$ cat config.mk
export PLATFORM = sky130hd
export DESIGN_NAME = ais_allones_detector
export DESIGN_NICKNAME = d
export VERILOG_FILES = /design/src/rtl/ais_pkg.sv /design/src/rtl/ais_win_phase.sv /design/src/rtl/ais_zero_count.sv /design/src/rtl/ais_alarm_reg.sv /design/src/rtl/ais_allones_detector.sv
export SDC_FILE = /design/constraint.sdc
export NUM_CORES = 1
export LEC_CHECK = 0
export ABC_AREA = 1
export CORE_AREA = 2 2 39 41
export CTS_BUF_LIST = sky130_fd_sc_hd__clkbuf_2 sky130_fd_sc_hd__clkbuf_4 sky130_fd_sc_hd__clkbuf_8
export DETAILED_ROUTE_END_ITERATION = 16
export DIE_AREA = 0 0 41 43
export DONT_BUFFER_PORTS = 1
export PLACE_DENSITY = 0.3
export SYNTH_ARGS = -nofsm -noshare
export SYNTH_HDL_FRONTEND = slang
export SYNTH_SLANG_ARGS = --single-unit
$ cat constraint.sdc
create_clock -name clk -period 1.1 [get_ports clk]
set_input_delay 0.11 -clock clk [delete_from_list [all_inputs] [get_ports clk]]
set_output_delay 0.11 -clock clk [all_outputs]
set_load 0.05 [all_outputs]
$ cat src/rtl/ais_pkg.sv
// Package: shared types for the all-ones alarm detector.
// Assumes: nothing beyond IEEE 1800-2017.
package ais_pkg;

    // Window result handed from the zero counter to the alarm register
    typedef struct packed {
        logic close;   // a window closes on this clock
        logic quiet;   // closing window held fewer zeros than the limit
    } win_res_t;

    // Width of a counter that must reach the value n (at least 1 bit)
    function automatic int cnt_width(input int n);
        return (n < 2) ? 1 : $clog2(n + 1);
    endfunction

endpackage

$ cat src/rtl/ais_win_phase.sv
// Module: ais_win_phase
// Counts frame-boundary pulses and marks the clock on which an observation
// window of FRAMES_PER_WIN frames closes.
// Assumes: frame_pulse is one clock wide and the first window starts at
// reset release.
module ais_win_phase #(
    parameter int FRAMES_PER_WIN = 2
) (
    input  logic clk,
    input  logic rst_n,
    input  logic frame_pulse,
    output logic win_close
);
    localparam int PH_W = (FRAMES_PER_WIN > 1) ? $clog2(FRAMES_PER_WIN) : 1;
    localparam logic [PH_W-1:0] PH_LAST = PH_W'(FRAMES_PER_WIN - 1);

    logic [PH_W-1:0] phase_q;

    // Window close: the last frame boundary of the current window
    always_comb begin
        win_close = frame_pulse && (phase_q == PH_LAST);
    end

    // Phase counter: advances per frame pulse, wraps at window close
    always_ff @(posedge clk) begin
        if (!rst_n) begin
            phase_q <= '0;
        end else if (frame_pulse) begin
            if (phase_q == PH_LAST) begin
                phase_q <= '0;
            end else begin
                phase_q <= phase_q + 1'b1;
            end
        end
    end
endmodule

$ cat src/rtl/ais_zero_count.sv
// Module: ais_zero_count
// Saturating count of valid zero bits within the current window. On the
// closing clock it reports whether the window (including that clock's bit)
// stayed below the zero limit, then restarts from zero.
// Assumes: win_close is one clock wide; ZERO_LIMIT >= 1.
module ais_zero_count
    import ais_pkg::*;
#(
    parameter int ZERO_LIMIT = 3,
    parameter int CNT_W      = 2
) (
    input  logic             clk,
    input  logic             rst_n,
    input  logic             bit_in,
    input  logic             bit_vld,
    input  logic             win_close,
    output win_res_t         res,
    output logic [CNT_W-1:0] zcnt
);
    localparam logic [CNT_W-1:0] SAT = CNT_W'(ZERO_LIMIT);

    logic [CNT_W-1:0] cnt_q;
    logic [CNT_W-1:0] cnt_n;
    logic             is_zero;

    // Next count: add this clock's valid zero, holding at the limit
    always_comb begin
        is_zero = bit_vld && !bit_in;
        cnt_n   = cnt_q;
        if (is_zero && (cnt_q != SAT)) begin
            cnt_n = cnt_q + 1'b1;
        end
    end

    // Result toward the alarm register, valid on the closing clock
    always_comb begin
        res.close = win_close;
        res.quiet = (cnt_n < SAT);
    end

    // Counter register: restart at window close, else accumulate
    always_ff @(posedge clk) begin
        if (!rst_n) begin
            cnt_q <= '0;
        end else if (win_close) begin
            cnt_q <= '0;
        end else begin
            cnt_q <= cnt_n;
        end
    end

    assign zcnt = cnt_q;
endmodule

$ cat src/rtl/ais_alarm_reg.sv
// Module: ais_alarm_reg
// Keeps the result of the last closed window and combines it with the
// loss-of-sync level into the registered alarm bit.
// Assumes: res.close is one clock wide.
module ais_alarm_reg
    import ais_pkg::*;
(
    input  logic     clk,
    input  logic     rst_n,
    input  win_res_t res,
    input  logic     sync_lost,
    output logic     quiet_o,
    output logic     ais_o
);
    logic quiet_q;
    logic quiet_d;

    // Result to hold: fresh at window close, otherwise the stored one
    always_comb begin
        quiet_d = res.close ? res.quiet : quiet_q;
    end

    // Stored window result and the alarm output register
    always_ff @(posedge clk) begin
        if (!rst_n) begin
            quiet_q <= 1'b0;
            ais_o   <= 1'b0;
        end else begin
            quiet_q <= quiet_d;
            ais_o   <= sync_lost && quiet_d;
        end
    end

    assign quiet_o = quiet_q;
endmodule

$ cat src/rtl/ais_allones_detector.sv
// Module: ais_allones_detector (top)
// Raises the all-ones alarm while the framer reports loss of sync and the
// last completed window of FRAMES_PER_WIN frames carried fewer than
// ZERO_LIMIT valid zeros.
// Assumes: frame_pulse marks each 125 us frame boundary for one clock.
module ais_allones_detector
    import ais_pkg::*;
#(
    parameter int FRAMES_PER_WIN = 2,
    parameter int ZERO_LIMIT     = 3
) (
    input  logic clk,
    input  logic rst_n,
    input  logic bit_in,
    input  logic bit_vld,
    input  logic frame_pulse,
    input  logic sync_lost,
    output logic ais_o
);
    localparam int CNT_W = cnt_width(ZERO_LIMIT);

    logic             win_close;
    win_res_t         win_res;
    logic [CNT_W-1:0] zcnt;
    logic             quiet_q;

    ais_win_phase #(
        .FRAMES_PER_WIN(FRAMES_PER_WIN)
    ) u_phase (
        .clk        (clk),
        .rst_n      (rst_n),
        .frame_pulse(frame_pulse),
        .win_close  (win_close)
    );

    ais_zero_count #(
        .ZERO_LIMIT(ZERO_LIMIT),
        .CNT_W     (CNT_W)
    ) u_zeros (
        .clk      (clk),
        .rst_n    (rst_n),
        .bit_in   (bit_in),
        .bit_vld  (bit_vld),
        .win_close(win_close),
        .res      (win_res),
        .zcnt     (zcnt)
    );

    ais_alarm_reg u_alarm (
        .clk      (clk),
        .rst_n    (rst_n),
        .res      (win_res),
        .sync_lost(sync_lost),
        .quiet_o  (quiet_q),
        .ais_o    (ais_o)
    );
endmodule

# == Word level (Yosys, flattened, before mapping) ==
# Index checks and enable logic that the tools add are counted.
# totals
inputBits,6
regBits,5
out_inout_bits,1
elab_cells,18
# op_classes
magnitude_cmp,1
n_reduce_logical,6
eq_ne,1
mux,3
add_sub_neg,2
bitwise,1
# op_table
cell,count
1-bit logical AND,4
"2-bit by 1-bit adder with 2-bit output, second input constant",1
"2-bit less-than comparator, second input constant",1
1-bit 2-to-1 mux,2
2-bit 2-to-1 mux,1
"2-bit != test, second input constant",1
2-bit OR reduction,1
"1-bit adder, second input constant",1
1-bit zero test,1
1-bit NOT,1

# == Depth between registers and ports, before layout ==
# Gate-level depths: netlist of the first run.
# depth
ltp_word,7
depth_mapped,8
depth_no_buf,8

# == By module ==
# A second synthesis of the first run with hierarchy kept.
# hier_totals
hier_cells,36
hier_area_um2,254.0
# modules_own_cells
module,n_inst,cells_each,area_per_inst_um2,seq_area_each_um2
ais_zero_count,1,19,130.1,40.0
ais_alarm_reg,1,11,82.6,40.0
ais_win_phase,1,6,41.3,20.0

# == Worst setup path before layout of the first run ==
# OpenSTA, ideal clock, no wires.
# synth_timing
path_type,register to register
startpoint,reg u_zeros.cnt_q[0] (netlist: u_zeros.zcnt[0])
endpoint,reg u_alarm.quiet_q (netlist: u_alarm.quiet_o)
path_stages_with_launch,7
setup_time_ps,110
required_time_ps,990
synth_period_minus_slack_ps,1028
arrival_ps,918
n_path_buf,0
slack_ps,72
cell_sequence,dfxtp_1 ha_1 nand4_1 nand2_1 nand3_2 nand2_2 inv_1
# synth_between
elab_chain_len,5
word_cells_on_any_way,6
cone_classes,1 x add/sub; 1 x order compare; 1 x eq/ne; 2 x mux; 1 x reduce/logical
# synth_lines
item,line,rtl
from (decl),ais_zero_count.sv:22,logic [CNT_W-1:0] cnt_q;
from (signal assigned),ais_zero_count.sv:48,cnt_q <= cnt_n;
"parallel branches: the longest is 2 deep, another holds 2-bit by 1-bit adder with 2-bit output",n/a,
2-bit 2-to-1 mux *,ais_zero_count.sv:30,if (is_zero && (cnt_q != SAT)) begin
2-bit less-than comparator *,ais_zero_count.sv:38,res.quiet = (cnt_n < SAT);
1-bit 2-to-1 mux *,ais_alarm_reg.sv:20,quiet_d = res.close ? res.quiet : quiet_q;
to (signal assigned),ais_alarm_reg.sv:29,quiet_q <= quiet_d;
to (decl),ais_alarm_reg.sv:15,logic quiet_q;
# Mark *: on every way between the ends.
# A chain may end at the register's enable or synchronous reset.

# == Worst setup path in the final report of the first run ==
# layout_timing
startpoint,reg u_zeros.cnt_q[0] (netlist: u_zeros.zcnt[0])
endpoint,reg u_alarm.ais_o
# layout_between
elab_chain_len,6
word_cells_on_any_way,7
cone_classes,1 x add/sub; 1 x order compare; 1 x eq/ne; 2 x mux; 2 x reduce/logical
# layout_lines
item,line,rtl
"parallel branches: the longest is 2 deep, another holds 2-bit by 1-bit adder with 2-bit output",n/a,
2-bit 2-to-1 mux *,ais_zero_count.sv:30,
2-bit less-than comparator *,ais_zero_count.sv:38,
1-bit 2-to-1 mux *,ais_alarm_reg.sv:20,
1-bit logical AND *,ais_alarm_reg.sv:30,ais_o <= sync_lost && quiet_d;
to (signal assigned),ais_alarm_reg.sv:30,
to (decl),ais_alarm_reg.sv:13,output logic ais_o
# Marked as above.

==> metrics list, run 1 <==
- The run finished with clean final reports.
- Crit Path Category: reg2reg
* Slew headroom: 67.3%
- Hold path startpoint: rst_n
- Entering global routing, the biggest net connects 4 pins.
* Vias after detailed routing: 193
- Summing all multi-input logic gate instances after layout gives 118 um^2.
* Worst hold path depth: 2
- On the worst path, the slowest cell contributes a delay of 330 ps.
- In this run, the combinational gates consume 8.9% of the power.
* Routed wire length: 440 um
- Final Max Slew Viols: 0
- The number of antenna violations at the first check in global routing is 0.
- Clock Power Share: 49.3%
- Clock-pin slew was measured on the worst setup and hold paths at 40 ps.
* Syn. warnings: 0
- Counting both buffers and inverters, the worst setup path holds a total of 0.
* Peak fanout along the critical path: 2
* Slowest CP cell: dfxtp_2
* Clock latency at the later pin of the worst-skew pair: 240 ps
- Vias/cell: 3.71
- The number of cells on the worst reg-to-reg path is 6.
* Number of cell rows: 14
- Summed over all layers, the global routing overflow is 0.
- Area growth from synthesis to layout: 41.8%
- Net count after synthesis: 36
* Number of placed I/O pins: 7
* Setup violators final: 0
- 0 antenna diodes ended up in the layout.
* Global-route wire length before repair: 745 um
* Setup repair after global routing missed its margin: true
- In this run the power spent charging and discharging nets is 111 uW.
- DRT antenna net count: 0
- For this run, the top clock speed supported by timing is 0.949 GHz.
* Number of distinct standard cells referenced by the synthesized netlist: 12
- Worst vdd rail ir drop: 0.447 mV
* Fraction of synthesized cell area in xor and xnor cells: 0%
- CTS tree: done
* Count of state elements after synthesis: 5
- The tool flagged a number of max-cap violations equal to 0.
- In this run, flip-flops and latches consume 41.8% of the power.
- Filler Cells Inserted: 161
- Final cell utilization of the core: 23.3%
- The number of global-route vias before repair was 199.
- Vert. Die Dim: 43 um
* Internal power contribution: 376 uW
- Cell type with the highest aggregate area in the netlist: dfxtp_1
- By area, the combinational part of the netlist is dominated by simple AND/OR/NAND/NOR gates.
* Crit end category: flip-flop
* Post-CTS setup-driven buffer insertion count: 0
- Main area contributors after synthesis: dfxtp_1 (44%), nand2_1 (9.9%), nand3_2 (8.8%)
- After synthesis, the mean cell area works out to 7.85 um^2.
- The analysis attributes to cell leakage a power of 0.149 nW.
- TritonCTS created 3 clock buffers.
- Register-to-Register Setup Slack: 50 ps
* Data required time at the worst endpoint: 1240 ps
- The floorplan step set the die width to 41 um.
- Initial Utilization: 16.5%
* Hold Path Class: in2reg
* GRT Overall Usage: 7.33%
- Port Buffers: 0
- Pin slew with the least headroom to its limit: 490 ps
- Cells with a size suffix above 1 make up 41.7% of the layout.
* Sequential share of the synthesized area: 44.0%
* Crit share post-route: 95.8%
- The longest clock path from root to sink contains 2 buffers.
* Cell area reported after detailed placement: 255 um^2
* Origin of the critical flop-to-flop path: u_zeros.zcnt[0]$_SDFF_PP0_
- Synthesis produced a netlist whose cell count is 29.
- Multiplexer cells account for 0% of the synthesized area.
* Crit-path cells: ha_4 -> nand4_1 -> nand2_1 -> nand3_2 -> nand2_2 -> nor2_2
- Tmin final: 1050 ps
* Worst flop-to-flop path endpoint: u_alarm.ais_o$_SDFF_PN0_
- In this run, the number of DRC markers left after iteration 0 of detailed routing was 2.
- After synthesis the cells add up to 228 um^2.
- Std-Cell Core Area: 1380 um^2
- The clock net in this run drives a total of 5 sinks.
- Summing the areas of all fa, ha and maj instances in the mapped netlist gives 5.49% of the synthesized area.
* Endpoint arrival time on the critical path: 1190 ps
- The tree is rooted in a clkbuf_4.
* Post-detailed-route wirelength per cell: 8.46 um
- Summed over all nets, the half-perimeter wirelength after detailed placement is 317 um.
- After the last flow step, the layout net total stands at 44.
- Pwr per Cell Area: 1510 nW/um^2
- The sequential cells in the finished layout cover a total of 103 um^2.
* Cell class contributing the biggest share of worst-path delay: simple AND/OR/NAND/NOR gates
* Share of the synthesized area in compound gates (AO/OA/AOI/OAI): 7.69%
* Hold Path Sink: u_zeros.zcnt[0]$_SDFF_PP0_
- Before antenna repair, the detailed router went through 2 iterations.
- The worst setup path is launched from a flip-flop.
- Die ar.: 1760 um^2
- Share of Yosys cell area claimed by the top area cell type: 44.0%
- CTS built an H-tree with a depth of 1.
- Final Wtd Congestion: 0.662
* Number of hold violations in the final report: 0
* Switching part of the total power: 22.8%
- For this run, design rule violations remaining after detail routing come to 0.
- Area share of and/or/nand/nor cells after synthesis: 33.0%
- Worst Clk Skew: 1.06 ps
- The finished cells cover 323 um^2.
==> power by group through the flow <==
stage / Combinational, mW / Clock (mW) / Sequential, mW
after floorplan: 0.0280 / 0 / 0.204
after global placement: 0.0359 / 0 / 0.204
after detailed placement: 0.0365 / 0 / 0.204
after CTS: 0.0424 / 0.256 / 0.201
after global routing: 0.0516 / 0.270 / 0.204
final: 0.0432 / 0.240 / 0.203
==> registers in the layout, indices dropped and copies added (netlist names) <==
| signal | flops |
|---|---|
| u_alarm.ais_o | 1 |
| u_phase.phase_q | 1 |
| u_zeros.zcnt | 2 |
| u_alarm.quiet_o | 1 |
==> how the worst max path moves through the flow <==
stage | start | end | slack [ps] | cells after the start
after global routing | u_zeros.zcnt[1]$_SDFF_PP0_ | u_alarm.quiet_o$_SDFF_PN0_ | -50 | 7
after detailed placement | u_zeros.zcnt[0]$_SDFF_PP0_ | u_alarm.quiet_o$_SDFF_PN0_ | 20 | 6
after floorplan | u_zeros.zcnt[0]$_SDFF_PP0_ | u_alarm.quiet_o$_SDFF_PN0_ | 70 | 6
after CTS | u_zeros.zcnt[0]$_SDFF_PP0_ | u_alarm.quiet_o$_SDFF_PN0_ | 8 | 6
final | u_zeros.zcnt[0]$_SDFF_PP0_ | u_alarm.ais_o$_SDFF_PN0_ | 50 | 6
after global placement | u_zeros.zcnt[0]$_SDFF_PP0_ | u_alarm.quiet_o$_SDFF_PN0_ | 10 | 6
==> per-layer routing <==
metal / wire [um] / track usage (%) / part of all wire [%]
met1: 199 / 7.07 / 45
met2: 205 / 8.44 / 47
met3: 27 / 3.14 / 6.1
met4: 8 / 12.0 / 1.8
met5: 0 / 0 / 0
==> through the flow <==
stage               TNS (ps)  std cells  setup WS [ps]  hold WS (ps)  power [mW]
finish                     0         52           46.7          40.4       0.487
global placement           0         46           11.5           242       0.240
CTS                        0         52           7.67          38.0       0.500
detailed placement         0         46           15.5           241       0.241
floorplan                  0         29           72.2           235       0.232
global route           -98.3         52          -51.0          71.2       0.525
==> cell usage after synthesis <==
cell type,instances
nand4_1,2
nand2_1,6
dfxtp_1,5
inv_1,4
o21a_1,1
nor2_1,2
inv_2,2
ha_1,1
a21oi_1,2
nand3_2,2
nand2_2,1
nor2_2,1
==> cells in the final DEF, fill, tap and decap left out, types with 2 or more instances in the layout <==
cell           count
inv_1              3
nand3_2            2
clkbuf_4           4
dfxtp_1            3
inv_2              2
dfxtp_2            2
nand2_1            6
a21oi_1            2
nand4_1            2
nor2_1             2
dlygate4sd3_1      2
==> timing repair <==
action,in CTS,in global routing
resized for setup,0,6
endpoints found under the hold margin,2,0
hold buffers,2,0
endpoints found under the setup margin,0,2
==> area by class of cell <==
cell class / count / area share (%)
clock buffers: 4 / 9.30
repair buffers: 3 / 8.53
inverters: 6 / 7.75
flip-flops and latches: 5 / 31.8
multi-input cells: 18 / 36.4
well taps: 16 / 6.20
==> cells by family (layout without fill, tap and decap cells) <==
kind of cell / count (synthesis) / in the layout
AOI/OAI and AO/OA: 3 / 3
adders and majority gates: 1 / 1
DFF: 5 / 5
buffers and inverters: 6 / 13
and+or+nand+nor: 14 / 14
Power figures use the tool's default switching activity.
==> inputs of run 2 (changes only) <==
--- a/config.mk
+++ b/config.mk
@@ -12,6 +12,7 @@
 export DIE_AREA = 0 0 41 43
 export DONT_BUFFER_PORTS = 1
 export PLACE_DENSITY = 0.3
+export REMOVE_ABC_BUFFERS = 1
 export SYNTH_ARGS = -nofsm -noshare
 export SYNTH_HDL_FRONTEND = slang
 export SYNTH_SLANG_ARGS = --single-unit
==> results of run 2 <==
Same layout as run 1: the final DEF is identical, and so are final timing and power.
